`src/rtl/mc_bank_pkg.sv`:
```
package mc_bank_pkg;

  // Global mode, encoded as {syn, ac0}
  typedef enum logic [1:0] {
    MODE_RSVD    = 2'b00,
    MODE_REG     = 2'b01,
    MODE_SIMPLE  = 2'b10,
    MODE_COMPLEX = 2'b11
  } mcMode_e;

  // Strobes from control to datapath
  typedef struct packed {
    logic simpleEn;
    logic complexEn;
    logic regEn;
    logic regOeOn;
  } mcStrobe_t;

endpackage

```
`src/rtl/mc_bank_ctrl.sv`:
```
module mc_bank_ctrl
  import mc_bank_pkg::*;
(
  input  logic      cfgSyn,
  input  logic      cfgAc0,
  input  logic      sharedOePin,
  output mcStrobe_t strobe
);

  mcMode_e mode;
  assign mode = mcMode_e'({cfgSyn, cfgAc0});

  always_comb begin
    strobe = '0;
    unique case (mode)
      MODE_SIMPLE:  strobe.simpleEn  = 1'b1;
      MODE_COMPLEX: strobe.complexEn = 1'b1;
      MODE_REG: begin
        strobe.regEn   = 1'b1;
        strobe.regOeOn = ~sharedOePin;
      end
      default: strobe = '0;
    endcase
  end

endmodule

```
`src/rtl/mc_bank_dp.sv`:
```
module mc_bank_dp
  import mc_bank_pkg::*;
#(
  parameter int NumCells = 8
) (
  input  logic                rstN,
  input  logic                sharedClkPin,
  input  logic                sharedOePin,
  input  mcStrobe_t           strobe,
  input  logic [NumCells-1:0] cfgXor,
  input  logic [NumCells-1:0] cfgAc1,
  input  logic [NumCells-1:0] cfgAc2,
  input  logic [NumCells-1:0] sumTerm,
  input  logic [NumCells-1:0] oeTerm,
  input  logic [NumCells-1:0] padIn,
  output logic [NumCells-1:0] padOut,
  output logic [NumCells-1:0] padOe,
  output logic [NumCells-1:0] padOd,
  output logic [NumCells-1:0] fbOut
);

  localparam int InnerLo = NumCells / 2 - 1;
  localparam int InnerHi = NumCells / 2;

  logic [NumCells-1:0] polData;
  logic [NumCells-1:0] regQ;

  assign polData = sumTerm ^ cfgXor;
  assign padOd   = cfgAc2;

  always_ff @(posedge sharedClkPin or negedge rstN) begin
    if (!rstN) regQ <= '0;
    else       regQ <= polData;
  end

  for (genvar i = 0; i < NumCells; i++) begin : g_cell
    localparam bit IsInner = (i == InnerLo) || (i == InnerHi);
    logic simpleFbSrc;
    logic complexFbSrc;
    logic cellData;
    logic cellEn;
    logic cellFb;

    // simple mode: feedback taken from the neighbour nearer the centre
    if (i < InnerLo) begin : g_sfb_up
      assign simpleFbSrc = padIn[i+1];
    end else if (i > InnerHi) begin : g_sfb_dn
      assign simpleFbSrc = padIn[i-1];
    end else begin : g_sfb_none
      assign simpleFbSrc = 1'b0;
    end

    // complex mode: outermost cells carry the shared pins
    if (i == 0) begin : g_cfb_clk
      assign complexFbSrc = sharedClkPin;
    end else if (i == NumCells - 1) begin : g_cfb_oe
      assign complexFbSrc = sharedOePin;
    end else begin : g_cfb_own
      assign complexFbSrc = padIn[i];
    end

    always_comb begin
      cellData = 1'b0;
      cellEn   = 1'b0;
      cellFb   = 1'b0;
      if (strobe.regEn) begin
        cellData = regQ[i];
        cellEn   = strobe.regOeOn & ~cfgAc1[i];
        cellFb   = cfgAc1[i] ? padIn[i] : ~regQ[i];
      end else if (strobe.complexEn) begin
        cellData = polData[i];
        cellEn   = oeTerm[i] & ~cfgAc1[i];
        cellFb   = complexFbSrc;
      end else if (strobe.simpleEn) begin
        cellData = polData[i];
        cellEn   = IsInner ? 1'b1 : ~cfgAc1[i];
        cellFb   = simpleFbSrc;
      end
    end

    assign padOut[i] = cellData;
    assign padOe[i]  = cellEn & (~cfgAc2[i] | ~cellData);
    assign fbOut[i]  = cellFb;
  end

endmodule

```
`src/rtl/mc_bank.sv`:
```
module mc_bank
  import mc_bank_pkg::*;
#(
  parameter int NumCells = 8
) (
  input  logic                rstN,
  input  logic                sharedClkPin,
  input  logic                sharedOePin,
  input  logic                cfgSyn,
  input  logic                cfgAc0,
  input  logic [NumCells-1:0] cfgXor,
  input  logic [NumCells-1:0] cfgAc1,
  input  logic [NumCells-1:0] cfgAc2,
  input  logic [NumCells-1:0] sumTerm,
  input  logic [NumCells-1:0] oeTerm,
  input  logic [NumCells-1:0] padIn,
  output logic [NumCells-1:0] padOut,
  output logic [NumCells-1:0] padOe,
  output logic [NumCells-1:0] padOd,
  output logic [NumCells-1:0] fbOut
);

  mcStrobe_t strobe;

  mc_bank_ctrl ctrl_i (
    .cfgSyn      (cfgSyn),
    .cfgAc0      (cfgAc0),
    .sharedOePin (sharedOePin),
    .strobe      (strobe)
  );

  mc_bank_dp #(.NumCells(NumCells)) dp_i (
    .rstN         (rstN),
    .sharedClkPin (sharedClkPin),
    .sharedOePin  (sharedOePin),
    .strobe       (strobe),
    .cfgXor       (cfgXor),
    .cfgAc1       (cfgAc1),
    .cfgAc2       (cfgAc2),
    .sumTerm      (sumTerm),
    .oeTerm       (oeTerm),
    .padIn        (padIn),
    .padOut       (padOut),
    .padOe        (padOe),
    .padOd        (padOd),
    .fbOut        (fbOut)
  );

endmodule

```
`config.mk`:
```
export PLATFORM = sky130hd
export DESIGN_NAME = mc_bank
export DESIGN_NICKNAME = d
export VERILOG_FILES = /design/src/rtl/mc_bank_pkg.sv /design/src/rtl/mc_bank_ctrl.sv /design/src/rtl/mc_bank_dp.sv /design/src/rtl/mc_bank.sv
export SDC_FILE = /design/constraint.sdc
export NUM_CORES = 1
export LEC_CHECK = 0
export CORE_ASPECT_RATIO = 0.5
export CORE_MARGIN = 3
export CORE_UTILIZATION = 29
export CTS_BUF_LIST = sky130_fd_sc_hd__clkbuf_8
export CTS_CLUSTER_SIZE = 30
export DETAILED_ROUTE_END_ITERATION = 7
export PLACE_DENSITY_LB_ADDON = 0.08
export SYNTH_ARGS = -nofsm -noshare
export SYNTH_HDL_FRONTEND = slang
export SYNTH_SLANG_ARGS = --single-unit
```
`constraint.sdc`:
```
create_clock -name sharedClkPin -period 1.1 [get_ports sharedClkPin]
set_input_delay 0.165 -clock sharedClkPin [delete_from_list [all_inputs] [get_ports sharedClkPin]]
set_output_delay 0.165 -clock sharedClkPin [all_outputs]
set_load 0.02 [all_outputs]
```
==> flow_metrics.tcl <==
set metrics [dict create \
    cts_hold_buf 0 \
    postSynthCellCount 110 \
    power_density_nw_per_um2 922 \
    wl_per_cell_um 15.3 \
    period_share_pct 147 \
    regMostFlops "dp_i.regQ" \
    critPathLaunchType "flip-flop" \
    synth_fp_nets 163 \
    seqCellArea_um2 200 \
    drv_slew 0 \
    place_ws_ps -1210 \
    status "finished with violations" \
    drt_wl_total_mm 3.76 \
    drt-pass1-iter-count 4 \
    gp_congestion 0.746 \
    ios 85 \
    ys_ff_latch 8 \
    synthesis.area_um2 930 \
    finalSetupViolations 24 \
    core-area_um2 2810 \
    clk_pin_slew_ps 40 \
    cts_tree "built" \
    critPathKind "flip-flop to primary output" \
    hold_violations 0 \
    area_growth_syn_to_layout_pct 135 \
    yosysWarnings 0 \
    via_per_inst 4.89 \
    ir_drop_mv 0.661 \
    required_ps 940 \
    num_antenna_cells 0 \
    start_util_pct 33.0 \
    design.die.area_um2 3960 \
    yosys.area.top_type "dfrtp_1" \
    die_y_um 46.0 \
    drive_above_1_share_pct 54.1 \
    cp.arrival_ps 1450 \
    dpl_cell_area_um2 1960 \
    fin_crit_ps 1610 \
    nNetsFinal 264 \
    grt_pass1_wl_mm 5.91 \
    synthTopCellsByArea "dfrtp_1, buf_4, a2111oi_2" \
    p_total_mw 2.02 \
    hold-worst-slack_ps 89.4 \
    violations "setup timing" \
    ys_seq_area_share_pct 21.5 \
    num-fill-cells 210 \
    grt_antenna_before_repair 0 \
    drtAntennaViolNets 0 \
    end_kind "primary output" \
    drt_iter0_drc 36 \
    rsz0062_at_grt "yes" \
    chipWidth_um 86.1 \
    yosysTopAreaCellShare_pct 21.5 \
    vias 1204 \
    grt_remaining_overflow 0 \
    port-buffer-count 84 \
    avgSynthCellArea_um2 8.45 \
    cp_max_fo 2 \
    post-route-util_pct 77.7 \
    grt_max_degree 11 \
    grt_use_total_pct 20.1 \
    worstMarginPinSlew_ps 394 \
    setup_ws_ps -512 \
    rows 13 \
    final_cell_count_no_fill 246 \
    leakagePower_nw 0.975 \
    final_cell_mix "buf_4, clkdlybuf4s50_1, dlygate4sd2_1" \
    dp_hpwl_mm 2.93 \
    maxCapViolations 0 \
    grt_pass1_vias 1325 \
    reg.largest.list "dp_i.regQ x8" \
    finalSetupTns_ps -8390 \
    max_clock_freq_mhz 620 \
    ys_types 23 \
    multiInputGateArea_um2 782 \
    layout_commonest_cell "buf_4" \
    largest_register_ffs 8 \
    finalInstanceArea_um2 2190 \
    slew_headroom_pct 73.7 \
    hold_path.class "input pin to flip-flop" \
    drcViolationCount 0 \
    post-place-cells 229 \
]
worst max-delay path, cell delays in order, from the launching register on:
cell       delay, ps
dfrtp_1          370
a22o_1           260
a2111oi_4        290
buf_4            190
cells in the mapped netlist:
library cell   n
a2111oi_2      6
a211oi_1       3
a21oi_1        7
a22o_1         8
a2bb2oi_1      2
buf_2          3
buf_4         24
buf_6          1
dfrtp_1        8
inv_1          2
mux2i_1        4
nand2_1        3
nand2b_1       2
nor2_1        12
nor2b_1        1
nor3_1         4
o21a_1         1
o21ai_0        2
o21ai_1        1
o22ai_1        6
or3_1          1
or3b_1         1
xor2_1         8
where the power goes:
group / switching [mW] / total (mW) / internal (mW)
clock: 0.190 / 0.677 / 0.487
sequential: 0.0178 / 0.344 / 0.326
combinational: 0.449 / 0.995 / 0.546
total: 0.657 / 2.02 / 1.36
repair_timing:
action | in CTS | in global routing
resized for setup | 219 | 11
cloned | 1 | 0
endpoints found under the setup margin | 32 | 24
buffers inserted | 10 | 2
pin swaps | 20 | 7
final cells by class:
class                   count  share of cell area, %
multi-input cells          72                   35.8
repair buffers            120                   48.5
well taps                  37                   2.12
flip-flops and latches      8                   9.15
clock buffers               7                   4.12
inverters                   2                  0.343
layer usage:
layer,GRT usage (%),routed length [um]
met5,0,0
met4,7.26,63
met3,8.66,375
met2,36.3,1840
met1,21.6,1470
path summary, 6_finish.rpt:
| kind | from | endpoint | cells after the start |
|---|---|---|---|
| setup / recovery | dp_i.regQ[2] | padOe[2] | 3 |
| hold / removal | sumTerm[4] | dp_i.regQ[4] | 2 |
| max in group asynchronous | rstN | dp_i.regQ[6] | 1 |
| min in group asynchronous | rstN | dp_i.regQ[3] | 1 |
kinds of logic after synthesis:
kind of cell / share of synthesized area (%)
buffers and inverters: 23.0
AOI/OAI and AO/OA: 31.8
xor gates and xnor gates: 7.54
and+or+nand+nor: 11.8
muxes: 4.31
DFF: 21.5
Note: power is estimated with default switching activity, not from simulation.
